--- config.mk ---
export PLATFORM = sky130hd
export DESIGN_NAME = thyr_gate_seq
export DESIGN_NICKNAME = d
export VERILOG_FILES = /design/src/rtl/thyr_seq_pkg.sv /design/src/rtl/seq_delay_reg.sv /design/src/rtl/seq_due.sv /design/src/rtl/thyr_gate_seq.sv
export SDC_FILE = /design/constraint.sdc
export NUM_CORES = 1
export LEC_CHECK = 0
export CORE_MARGIN = 2
export CORE_UTILIZATION = 53
export DETAILED_ROUTE_END_ITERATION = 12
export PLACE_DENSITY_LB_ADDON = 0.05
export SLEW_MARGIN = 20
export SYNTH_ARGS = -nofsm -noshare
export SYNTH_HDL_FRONTEND = slang
export SYNTH_SLANG_ARGS = --single-unit
--- constraint.sdc ---
create_clock -name clk -period 4.77 [get_ports clk]
set_input_delay 0.954 -clock clk [delete_from_list [all_inputs] [get_ports clk]]
set_output_delay 0.954 -clock clk [all_outputs]
set_load 0.005 [all_outputs]
--- src/rtl/thyr_seq_pkg.sv ---
package thyr_seq_pkg;

  localparam int NGATE = 6;
  localparam int NSTEP = 6;
  localparam int KW    = $clog2(NSTEP);

  typedef enum logic {
    PH_ARM  = 1'b0,
    PH_HOLD = 1'b1
  } seq_phase_t;

  // gate pair driven on each sixth of the cycle; gate n sits on bit n-1
  function automatic logic [NGATE-1:0] step_pair(input logic [KW-1:0] k);
    logic [NGATE-1:0] p;
    case (k)
      3'd0:    p = 6'b100001;
      3'd1:    p = 6'b000011;
      3'd2:    p = 6'b000110;
      3'd3:    p = 6'b001100;
      3'd4:    p = 6'b011000;
      default: p = 6'b110000;
    endcase
    return p;
  endfunction

endpackage

--- src/rtl/seq_delay_reg.sv ---
module seq_delay_reg #(
  parameter int TW       = 16,
  parameter int DLY_STEP = 250,
  parameter int DLY_MIN  = -1000,
  parameter int DLY_MAX  = 1100
) (
  input  logic                 clk,
  input  logic                 rst,
  input  logic                 inc,
  input  logic                 dec,
  output logic signed [TW-1:0] dly
);

  localparam int XW = TW + 2;
  localparam logic signed [XW-1:0] STEP_X = XW'(DLY_STEP);
  localparam logic signed [XW-1:0] MIN_X  = XW'(DLY_MIN);
  localparam logic signed [XW-1:0] MAX_X  = XW'(DLY_MAX);

  logic signed [XW-1:0] cur_x;
  logic signed [XW-1:0] sum_x;
  logic signed [XW-1:0] clamp_x;

  always_comb begin
    cur_x = {{2{dly[TW-1]}}, dly};
    if (inc && !dec)      sum_x = cur_x + STEP_X;
    else if (dec && !inc) sum_x = cur_x - STEP_X;
    else                  sum_x = cur_x;
    if (sum_x > MAX_X)      clamp_x = MAX_X;
    else if (sum_x < MIN_X) clamp_x = MIN_X;
    else                    clamp_x = sum_x;
  end

  always_ff @(posedge clk) begin
    if (rst) dly <= '0;
    else     dly <= clamp_x[TW-1:0];
  end

endmodule

--- src/rtl/seq_due.sv ---
module seq_due #(
  parameter int TW = 16
) (
  input  logic [TW-1:0] now,
  input  logic [TW-1:0] evt,
  output logic          due
);

  logic [TW-1:0] gap;

  always_comb begin
    gap = now - evt;
    due = ~gap[TW-1];
  end

endmodule

--- src/rtl/thyr_gate_seq.sv ---
module thyr_gate_seq
  import thyr_seq_pkg::*;
#(
  parameter int TW       = 16,
  parameter int PULSE_W  = 100,
  parameter int DLY_STEP = 250,
  parameter int DLY_MIN  = -1000,
  parameter int DLY_MAX  = 1100
) (
  input  logic             clk,
  input  logic             rst,
  input  logic [TW-1:0]    timer_i,
  input  logic [TW-1:0]    zc_i,
  input  logic [TW-1:0]    period_i,
  input  logic [TW-1:0]    sixth_i,
  input  logic             lock_i,
  input  logic             start_i,
  input  logic             stop_i,
  input  logic             dly_inc_i,
  input  logic             dly_dec_i,
  output logic [NGATE-1:0] gates_o,
  output logic             firing_o
);

  localparam logic [KW-1:0] K_LAST = KW'(NSTEP - 1);
  localparam logic [TW-1:0] WIDTH  = TW'(PULSE_W);

  logic signed [TW-1:0] dly_q;
  logic [TW-1:0]        fref_q;
  logic [TW-1:0]        base_q;
  logic [TW-1:0]        low_q;
  logic [KW-1:0]        k_q;
  seq_phase_t           ph_q;
  logic [TW-1:0]        fire_t;
  logic                 fire_due;
  logic                 low_due;

  seq_delay_reg #(
    .TW(TW), .DLY_STEP(DLY_STEP), .DLY_MIN(DLY_MIN), .DLY_MAX(DLY_MAX)
  ) u_dly (
    .clk(clk), .rst(rst), .inc(dly_inc_i), .dec(dly_dec_i), .dly(dly_q)
  );

  // delay added live so a new command applies at the very next instant
  assign fire_t = base_q + $unsigned(dly_q);

  seq_due #(.TW(TW)) u_due_fire (.now(timer_i), .evt(fire_t), .due(fire_due));
  seq_due #(.TW(TW)) u_due_low  (.now(timer_i), .evt(low_q),  .due(low_due));

  always_ff @(posedge clk) begin
    if (rst) begin
      firing_o <= 1'b0;
      gates_o  <= '0;
      fref_q   <= '0;
      base_q   <= '0;
      low_q    <= '0;
      k_q      <= '0;
      ph_q     <= PH_ARM;
    end else if (stop_i || !lock_i) begin
      firing_o <= 1'b0;
      gates_o  <= '0;
      ph_q     <= PH_ARM;
    end else if (!firing_o) begin
      if (start_i) begin
        firing_o <= 1'b1;
        fref_q   <= zc_i;
        base_q   <= zc_i;
        k_q      <= '0;
        ph_q     <= PH_ARM;
        gates_o  <= '0;
      end
    end else begin
      case (ph_q)
        PH_ARM: begin
          if (fire_due) begin
            gates_o <= step_pair(k_q);
            low_q   <= fire_t + WIDTH;
            ph_q    <= PH_HOLD;
          end
        end
        default: begin
          if (low_due) begin
            gates_o <= '0;
            ph_q    <= PH_ARM;
            if (k_q == K_LAST) begin
              k_q    <= '0;
              fref_q <= fref_q + period_i;
              base_q <= fref_q + period_i;
            end else begin
              k_q    <= k_q + 1'b1;
              base_q <= base_q + sixth_i;
            end
          end
        end
      endcase
    end
  end

endmodule

==> metrics.md, run 1 <==
| Metric | Value |
|---|---|
| Delay-heaviest family, CP | compound AO/OA/AOI/OAI gates |
| CTS Sinks | 74 |
| DIE AREA | 0.0140 sq mm |
| Clock skew | 0.0123 ns |
| Total negative slack | 0 ns |
| Yosys reg bits | 74 |
| Pins Over Slew Limit | 0 |
| Hold WC Path Type | reg -> reg |
| First-pass iteration count of the detailed router | 6 |
| Yosys cell types | 81 |
| CP Max Fanout | 11 |
| Leakage | 3.20 nW |
| Clock-pin slew on the worst setup and hold paths | 0.06 ns |
| Vias in the first global route | 6552 |
| Area Growth Syn to Fin | 17.2% |
| Synthesized net count | 1023 |
| Post-Syn Area | 0.00693 sq mm |
| Largest net degree at the start of global routing | 47 |
| CTS tree | done |
| Mapped Cells | 874 |
| Placed insts | 1098 |
| Core Util, Final | 63.9% |
| Number of synthesized flops with an enable pin | 0 |
| Place WS | 0.0112 ns |
| Outcome | completed |
| Critical-path top delay cell | or4_4 |
| Port Buffers | 77 |
| Vias per cell | 6.03 |
| WL met1 | 8.60 mm |
| Routability cong. | 0.945 |
| Final setup fails | 0 |
| Crit. End Element | flop |
| Peak VDD IR | 0.211 mV |
| CP most frequent cell | a311oi_2 |
| Global-route wire length before repair | 31.1 mm |
| Total wire length | 19.0 mm |
| HP Start | low_q[14] |
| Reg2reg start | u_dly.dly[1] |
| Initial antenna violation count | 0 |
| Fmax | 0.219 GHz |
| Die W | 118 um |
| Fillers | 1214 |
| Avg Cell Area, Syn | 7.93 sq um |
| Via count | 6722 |
| CP required | 4.95 ns |
| GRT Util Overall | 27.0% |
| Routed met2 length | 9.05 mm |
| Starting DRT DRC Count | 413 |
| Post-route ant nets | 0 |
| Post-DP HPWL | 14.9 mm |
| CP bufs+invs | 0 |
| Top routing layer used | met4 |
| Ports | 78 |
| Slew @ Worst Pin | 1.01 ns |
| Crit start category | flop |
| Worst skew pair latency | 0.35 ns |
| Fin nets | 1087 |
| FP Rows | 41 |
| Crit Path Category | reg -> reg |
| Grt total ovfl | 0 |
| H-Tree Level Count | 3 |
| Largest stage delay, worst path | 0.61 ns |
| Setup slack after layout | 0.203 ns |
| Ys flop type | dfxtp_1 |
| Clock Path Buffers | 2 |
| Crit path time final | 4.57 ns |
| CTS Buf Count | 9 |
| Wirelength per Cell | 17.0 um |
| Chip height | 118 um |
| Worst slew margin | 32.5% |
| Final hold vios | 0 |
| Fin cells | 1115 |
| Post-CTS Setup Repair Bufs | 0 |
| Final Cycle Share | 95.8% |
| Core Box Area | 0.0127 sq mm |
| Drt drc | 0 |
| Worst Setup SP | u_dly.dly[1] |
| Met3 WL | 848 um |
| Ant. Diodes | 0 |
| Pwr dens | 295 mW/mm^2 |
| Post-synthesis sequential area ratio | 21.4% |
| Share of cells above drive strength 1 | 7.53% |
| Root Driver | clkbuf_16 |
| Initial Util | 54.5% |
| Yosys warns | 0 |
| CP Data Arrival Time | 4.75 ns |
| Worst path cell trace | ha_1, fa_1, a211o_1, a21o_4, and3_2, a311oi_2, ha_1, nor3_1, nor2_1, a21oi_1, o21ai_0, a311oi_2, a311oi_2, or4_4, nor2_1, a211oi_2 |
| Ys async rst share | 0% |
| Cts hold-fix bufs | 0 |
| Max-cap violations | 0 |
## layout make-up
| class | instances | area, sq um | area share (%) |
|---|---|---|---|
| multi-input combinational | 718 | 5120 | 63.1 |
| clock inverter | 6 | 42.5 | 0.524 |
| sequential | 74 | 1480 | 18.3 |
| tap | 172 | 215 | 2.65 |
| inverter | 46 | 173 | 2.13 |
| timing repair buffer | 89 | 856 | 10.5 |
| clock buffer | 10 | 229 | 2.82 |
## worst paths after layout
check / cells past startpoint / slack [ns] / endpoint
hold / removal: 2 / 0.46 / low_q[14]
hold reg to reg: 2 / 0.46 / low_q[14]
setup reg to reg: 16 / 0.20 / low_q[8]
setup / recovery: 16 / 0.20 / low_q[8]
## state kept, by name (all words and copies together), names as in the netlist
signal	cells
k_q	3
fref_q	16
u_dly.dly	15
ph_q	1
low_q	16
gates_o	6
firing_o	1
base_q	16
## report_power, final
group,internal [mW],total [mW],switching (mW)
clock network,0.353,0.638,0.285
registers,0.667,0.743,0.0758
logic,0.436,1.02,0.582
## what timing repair did
item / in CTS / in global routing
pin swaps: 0 / 2
endpoints found under the setup margin: 6 / 22
gates cloned: 0 / 1
resized for setup: 1 / 9
## worst reg2reg max path, delay by kind of cell, from the launching register on
family / cells / cell delay, ns
AO/OA/AOI/OAI: 8 / 1.82
adder cells (fa/ha/maj): 3 / 0.98
flip-flops: 1 / 0.32
AND/OR/NAND/NOR: 5 / 1.28
## cells in the mapped netlist, types with 5 or more instances
| cell type | count | area [sq um] |
|---|---|---|
| nor2_1 | 92 | 345 |
| ha_1 | 75 | 938 |
| dfxtp_1 | 74 | 1480 |
| nand2_1 | 73 | 274 |
| a21oi_1 | 57 | 285 |
| inv_1 | 45 | 169 |
| xnor2_1 | 41 | 359 |
| o21ai_0 | 36 | 180 |
| a211oi_1 | 30 | 225 |
| clkbuf_1 | 29 | 109 |
| nor3_1 | 28 | 140 |
| xor2_1 | 24 | 210 |
| nand3_1 | 23 | 115 |
| mux2i_1 | 21 | 210 |
| a21o_1 | 19 | 143 |
| nor2b_1 | 13 | 81.3 |
| o211ai_1 | 11 | 82.6 |
| a31oi_1 | 10 | 62.6 |
| nand2b_1 | 9 | 56.3 |
| o21a_1 | 9 | 67.6 |
| o21bai_1 | 9 | 67.6 |
| a211oi_2 | 8 | 100 |
| and3_1 | 8 | 50.1 |
| nand3b_1 | 6 | 45.0 |
| nor4_1 | 6 | 37.5 |
| a311oi_1 | 5 | 43.8 |
| o31ai_1 | 5 | 37.5 |
## metrics by stage
stage | power, mW | hold WS [ns] | cell area (sq um)
after global routing | 2.55 | 0.486 | 8120
after global placement | 1.71 | 0.438 | 7800
after floorplan | 1.47 | 0.432 | 6930
final | 2.40 | 0.455 | 8120
after CTS | 2.38 | 0.458 | 8080
after detailed placement | 1.74 | 0.452 | 7800
## kinds of logic (layout without fill, tap and decap cells)
logic type                 after synthesis  in the layout  share of synthesized area [%]
buffers and inverters                   83            151                           5.67
muxes                                   22             22                           3.19
and+or+nand+nor                        299            300                           21.5
AOI/OAI and AO/OA                      253            253                           25.7
DFF                                     74             74                           21.4
xor gates and xnor gates                65             65                           8.21
adders and majority gates               78             78                           14.4
## per-layer routing
layer | track usage [%] | up-vias
li1 | - | 3355
met1 | 34.5 | 3139
met2 | 45.8 | 193
met3 | 3.91 | 35
met4 | 10.7 | 0
met5 | 0 | -
## cell usage in the layout, fill, tap and decap left out, drive strengths merged, types with 5 or more instances in the layout
| cell type | n |
|---|---|
| a211oi | 38 |
| a21o | 20 |
| a21oi | 57 |
| a311oi | 6 |
| a31oi | 10 |
| and3 | 10 |
| buf | 13 |
| clkbuf | 10 |
| clkdlybuf4s50 | 76 |
| dfxtp | 74 |
| ha | 75 |
| inv | 46 |
| mux2i | 21 |
| nand2 | 73 |
| nand2b | 9 |
| nand3 | 23 |
| nand3b | 6 |
| nand4 | 5 |
| nor2 | 92 |
| nor2b | 13 |
| nor3 | 28 |
| nor4 | 7 |
| o2111ai | 5 |
| o211ai | 11 |
| o21a | 9 |
| o21ai | 38 |
| o21bai | 9 |
| o31ai | 5 |
| or4 | 6 |
| xnor2 | 41 |
| xor2 | 24 |
(Power assumes the default switching activity.)
==> run 2: changes to the inputs <==
Settings changed: CORE_MARGIN 2 to default.
==> run 2 against run 1 <==
  * Sequential share of layout area is 0.066 points lower
  * Clock power is 15% higher
  * Critical path type unchanged
  * First-iteration DRC count is 10% higher
==> metrics.md, run 2 (synthesis gave the netlist of run 1 again) <==
| Metric | Value |
|---|---|
| Total negative slack | 0 ns (unchanged) |
| Clock-pin slew on the worst setup and hold paths | 0.07 ns (about the same) |
| Peak VDD IR | 0.209 mV (-0.96%) |
| DIE AREA | 0.0135 sq mm (-3.4%) |
| Crit Path Category | reg -> reg |
| Crit start category | flop |
| CTS Buf Count | 9 (unchanged) |
| Root Driver | clkbuf_16 |
| HP Start | low_q[14] |
| Crit path time final | 4.49 ns (-0.0788 ns) |
| RSZ-0062 raised after global routing | false |
| Most frequent cells in the layout | nor2_1 (90), clkdlybuf4s50_1 (76), ha_1 (75) |
| Largest regs | base_q x16, fref_q x16, low_q x16 |
| Fin nets | 1087 (unchanged) |
| FF-to-FF path depth | 16 (unchanged) |
| Worst slew margin | 48.8% (+16 points) |
| Clock Path Buffers | 2 (unchanged) |
| Ports | 78 (unchanged) |
| Final hold vios | 0 (unchanged) |
| Worst Setup SP | base_q[1] |
| Drt drc | 0 (unchanged) |
| Slew @ Worst Pin | 0.769 ns (-0.244 ns) |
| Clock skew | 0.0117 ns (-0.000554 ns) |
| Post-route ant nets | 0 (unchanged) |
| Final setup fails | 0 (unchanged) |
| CP required | 4.96 ns (about the same) |
| Largest net degree at the start of global routing | 45 (-4.3%) |
| Met3 WL | 932 um (+9.9%) |
| Port Buffers | 77 (unchanged) |
| CTS Sinks | 74 (unchanged) |
| WL met1 | 8.72 mm (+1.4%) |
| Core Box Area | 0.0127 sq mm (-0.40%) |
| Wirelength per Cell | 17.2 um (+1.1%) |
| Place WS | -0.0339 ns (-0.0451 ns) |
| First-pass iteration count of the detailed router | 6 (unchanged) |
| Share of cells above drive strength 1 | 7.64% (+0.11 points) |
| Placed insts | 1098 (unchanged) |
| Total wire length | 19.2 mm (+1.1%) |
| Core Util, Final | 64.4% (+0.54 points) |
| Worst Setup EP | low_q[9] |
| Worst skew pair latency | 0.35 ns (about the same) |
| Vias per cell | 6.06 (+0.52%) |
| Most common cell after layout, fill and taps aside | nor2_1 |
| Grt total ovfl | 0 (unchanged) |
| Routability cong. | 0.888 (-6.0%) |
| Post-DP HPWL | 14.8 mm (-0.33%) |
| GRT Util Overall | 28.9% (+1.9 points) |
| CTS tree | done |
| Ant. Diodes | 0 (unchanged) |
| Final Cycle Share | 94.1% (-1.7 points) |
| Global-route wire length before repair | 30.7 mm (-1.4%) |
| Vias in the first global route | 6443 (-1.7%) |
| Chip height | 116 um (-1.7%) |
| Die W | 116 um (-1.7%) |
| Crit. End Element | flop |
| Final hold slack | 0.457 ns (+0.00173 ns) |
| Area Growth Syn to Fin | 17.7% |
| H-Tree Level Count | 3 (unchanged) |
| R2r setup slk | 0.28 ns (+0.08 ns) |
| Routed met2 length | 9.20 mm (+1.7%) |
| Initial antenna violation count | 0 (unchanged) |
| Fmax | 0.223 GHz (+1.8%) |
| Worst R2R End | low_q[9] |
| Setup slack after layout | 0.281 ns (+0.0788 ns) |
| FP Rows | 41 (unchanged) |
| CP Max Fanout | 11 (unchanged) |
| Top routing layer used | met4 |
| Pwr dens | 305 mW/mm^2 (+3.2%) |
| Leakage | 3.21 nW (+0.43%) |
| CP Data Arrival Time | 4.68 ns (-0.07 ns) |
| Initial Util | 54.7% (+0.22 points) |
| Pins Over Slew Limit | 0 (unchanged) |
| Reg2reg start | base_q[1] |
| Post-CTS Setup Repair Bufs | 0 (unchanged) |
| Fin cells | 1115 (unchanged) |
| Hold WC Path Type | reg -> reg |
| Max-cap violations | 0 (unchanged) |
| Via count | 6757 (+0.52%) |
| Outcome | completed |
| Starting DRT DRC Count | 456 (+10%) |
-- run 2: final cells by class --
type / count / area [sq um]
clock inverters: 6 / 72.6
clock buffers: 10 / 239
inverters: 46 / 173
repair buffers: 89 / 860
flip-flops and latches: 74 / 1490
fillers: 1147 / 4510
multi-input cells: 718 / 5120
well taps: 172 / 215
-- run 2: critical path, cell delays in order (launching register included) --
cell	delay, ns
dfxtp_1	0.34
ha_1	0.24
fa_2	0.38
a211o_1	0.33
a21o_4	0.24
and3_2	0.21
a311oi_2	0.30
ha_1	0.30
nor3_1	0.22
nor2_1	0.07
a21oi_1	0.15
o21ai_1	0.12
a311oi_2	0.36
a311oi_2	0.19
or4_4	0.61
nor2_1	0.19
a211oi_2	0.06
-- run 2: metal layers --
metal	track usage [%]	vias to the layer above
li1	-	3348
met1	37.7	3187
met2	49.3	198
met3	3.37	24
met4	10.0	0
met5	0	-
-- run 2: through the flow --
stage                     area (sq um)  power (mW)
after floorplan                   6930        1.47
after global placement            7800        1.71
after detailed placement          7800        1.73
after CTS                         8120        2.47
after global routing              8160        2.64
final                             8160        2.49
-- run 2: worst min-delay path by stage --
stage | slack [ns] | depth (start not counted) | to
final | 0.46 | 2 | low_q[14]
after global routing | 0.48 | 2 | gates_o[4]
after CTS | 0.45 | 2 | low_q[14]
after detailed placement | 0.45 | 2 | low_q[14]
after global placement | 0.44 | 2 | low_q[14]
after floorplan | 0.43 | 2 | low_q[14]
-- run 2: timing repair --
action | in CTS | in global routing
gates cloned | 0 | 1
hold buffers | 0 | 0
pin swaps | 1 | 3
endpoints found under the setup margin | 11 | 22
resized for setup | 1 | 11
-- run 2: power breakdown --
| part | total [mW] | internal [mW] | switching, mW |
|---|---|---|---|
| Sequential | 0.752 | 0.668 | 0.0843 |
| Combinational | 1.00 | 0.433 | 0.572 |
| Clock | 0.731 | 0.426 | 0.305 |
| Total | 2.49 | 1.53 | 0.961 |
==> run 3: changes to the inputs <==
Settings changed: CORE_UTILIZATION 53 to 51, GPL_TIMING_DRIVEN from default to 0, PLACE_DENSITY from default to 0.76, PLACE_DENSITY_LB_ADDON 0.05 to default.
==> run 3 against run 2 <==
  * Clock skew shrank 0.0013 ns
  * Critical path depth up 1
  * Clock power fell by 3.6%
  * Fmax shrank 3.2%
  * Flip-flop and latch count did not move
  * Final cell count rose by 2.8%
  * Combinational power is 4% higher
  * Sequential power down 0.8%
  * Setup slack got worse by 0.15 ns
  * Wire length decreased by 2.7%
  * Via count decreased by 0.12%
  * Critical endpoint is now low_q[12]
  * Highest routed layer unchanged
==> metrics.md, run 3 (synthesis gave the netlist of run 1 again) <==
| Metric | Value |
|---|---|
| Outcome | completed |
| Routability cong. | 0.911 (+2.5%) |
| Pins Over Slew Limit | 0 (unchanged) |
| Vias per cell | 5.89 (-2.8%) |
| DIE AREA | 0.0141 sq mm (+3.9%) |
| CP Max Fanout | 10 (-1) |
| Peak VDD IR | 0.201 mV (-3.7%) |
| Initial Util | 52.4% (-2.4 points) |
| GRT met1 Usage | 36.0% (-1.7 points) |
| Slew @ Worst Pin | 0.937 ns (+0.168 ns) |
| CTS tree | done |
| Most common cell after layout, fill and taps aside | nor2_1 |
| Die W | 119 um (+1.9%) |
| Ant. Diodes | 0 (unchanged) |
| Cts hold-fix bufs | 0 (unchanged) |
| HP Start | low_q[0] |
| Wirelength per Cell | 16.3 um (-5.3%) |
| Area Growth Syn to Fin | 20.2% |
| Pwr dens | 299 mW/mm^2 (-2.1%) |
| Ports | 78 (unchanged) |
| Clock Path Buffers | 2 (unchanged) |
| Fin nets | 1114 (+2.5%) |
| Core Box Area | 0.0132 sq mm (+4.5%) |
| Starting DRT DRC Count | 451 (-1.1%) |
| GRT Max-Usage Layer | met2 |
| Crit. End Element | flop |
| Grt met2 use | 42.7% (-6.6 points) |
| Port Buffers | 76 (-1.3%) |
| Via count | 6749 (-0.12%) |
| CTS Buf Count | 9 (unchanged) |
| Fin cells | 1146 (+2.8%) |
| Fillers | 1237 (+7.8%) |
| Final hold vios | 0 (unchanged) |
| Most frequent cells in the layout | nor2_1 (90), clkdlybuf4s50_1 (76), ha_1 (74) |
| Fmax | 0.216 GHz (-3.2%) |
| Clock skew | 0.0105 ns (-0.00126 ns) |
| Max-cap violations | 0 (unchanged) |
| Share of cells above drive strength 1 | 7.63% (about the same) |
| CTS Sinks | 74 (unchanged) |
| Crit path time final | 4.64 ns (+0.147 ns) |
| CP required | 4.96 ns (about the same) |
| Total wire length | 18.7 mm (-2.7%) |
| Final setup fails | 0 (unchanged) |
| Crit Path Category | reg -> reg |
| Root Driver | clkbuf_16 |
| Final Power | 2.49 mW (about the same) |
| Grt met3 use | 3.04% (-0.33 points) |
| Vias in the first global route | 6210 (-3.6%) |
| Global-route wire length before repair | 30.0 mm (-2.4%) |
| Drt drc | 0 (unchanged) |
| Crit start category | flop |
| Largest net degree at the start of global routing | 14 (-69%) |
| Worst skew pair latency | 0.35 ns (about the same) |
| Final Cycle Share | 97.2% (+3.1 points) |
| RSZ-0062 raised after global routing | false |
| Chip height | 119 um (+1.9%) |
| Largest regs | base_q x16, fref_q x16, low_q x16 |
| Post-DP HPWL | 14.7 mm (-0.82%) |
| FP Rows | 42 (+2.4%) |
| Reg2reg start | u_dly.dly[1] |
| Leakage | 3.27 nW (+1.8%) |
| Initial antenna violation count | 0 (unchanged) |
| Clock-pin slew on the worst setup and hold paths | 0.06 ns (about the same) |
| CP Data Arrival Time | 4.82 ns (+0.14 ns) |
| Worst slew margin | 37.6% (-11 points) |
| GRT Util Overall | 26.5% (-2.4 points) |
| First-pass iteration count of the detailed router | 5 (-1) |
| Placed insts | 1126 (+2.6%) |
| Post-route ant nets | 0 (unchanged) |
| Hold WC Path Type | reg -> reg |
| H-Tree Level Count | 3 (unchanged) |
| Worst Setup SP | u_dly.dly[1] |
| Grt total ovfl | 0 (unchanged) |
[run 3: cell count changes in the layout (fill, tap and decap cells not counted), sizes merged]
cell / delta
clkbuf: +28
or4: -1
clkinv: +2
buf: -2
bufbuf: +2
inv: -2
[run 3: final timing paths]
check | slack, ns | to | cells past startpoint
setup / recovery | 0.13 | low_q[12] | 17
hold / removal | 0.46 | low_q[0] | 2
setup reg to reg | 0.13 | low_q[12] | 17
hold reg to reg | 0.46 | low_q[0] | 2
[run 3: worst max-delay path: stages, from the launching register on]
cell,delay [ns]
dfxtp_1,0.36
ha_2,0.24
fa_2,0.37
a211o_1,0.38
a21o_4,0.25
and3_2,0.23
a311oi_4,0.32
ha_1,0.32
nor3_1,0.19
nor2_1,0.08
a21oi_2,0.16
o21ai_2,0.09
a311oi_2,0.39
a311oi_4,0.15
or4_4,0.54
buf_6,0.17
nor2_1,0.15
a211oi_2,0.06
[run 3: through the flow]
stage | setup WS, ns | util, % | instance area, sq um | hold WS, ns | TNS [ns]
2_1_floorplan | 0.283 | - | 6930 | 0.432 | 0
3_3_place_gp | -0.421 | 59.8 | 7920 | 0.441 | -6.70
3_5_place_dp | -0.475 | 59.8 | 7920 | 0.448 | -7.32
4_1_cts | 0.0283 | 62.5 | 8270 | 0.456 | 0
5_1_grt | 0.00439 | 62.9 | 8340 | 0.484 | 0
6_report | 0.135 | 62.9 | 8340 | 0.456 | 0
[run 3: where the power goes]
group	leakage, nW	internal, mW	switching (mW)
registers	0.603	0.669	0.0770
logic	2.52	0.463	0.576
clock network	0.149	0.420	0.285
total	3.27	1.55	0.938
[run 3: final cells by class]
cell class / count / area (sq um) / share of cell area (%)
buffer: 36 / 216 / 2.60
clock buffer: 10 / 239 / 2.87
clock inverter: 6 / 65.1 / 0.781
inverter: 46 / 173 / 2.07
multi-input combinational: 717 / 5140 / 61.6
sequential: 74 / 1490 / 17.8
tap: 176 / 220 / 2.64
timing repair buffer: 81 / 798 / 9.58
[run 3: routing by layer]
layer,up-vias,share of wire [%]
li1,3399,-
met1,3114,48
met2,210,44
met3,26,5.1
met4,0,2.3
met5,-,0
[run 3: timing repair]
action | CTS | global route
cloned | 0 | 0
endpoints found under the setup margin | 22 | 36
gates resized for setup | 8 | 14
setup buffers | 2 | 3
pin swaps | 4 | 7
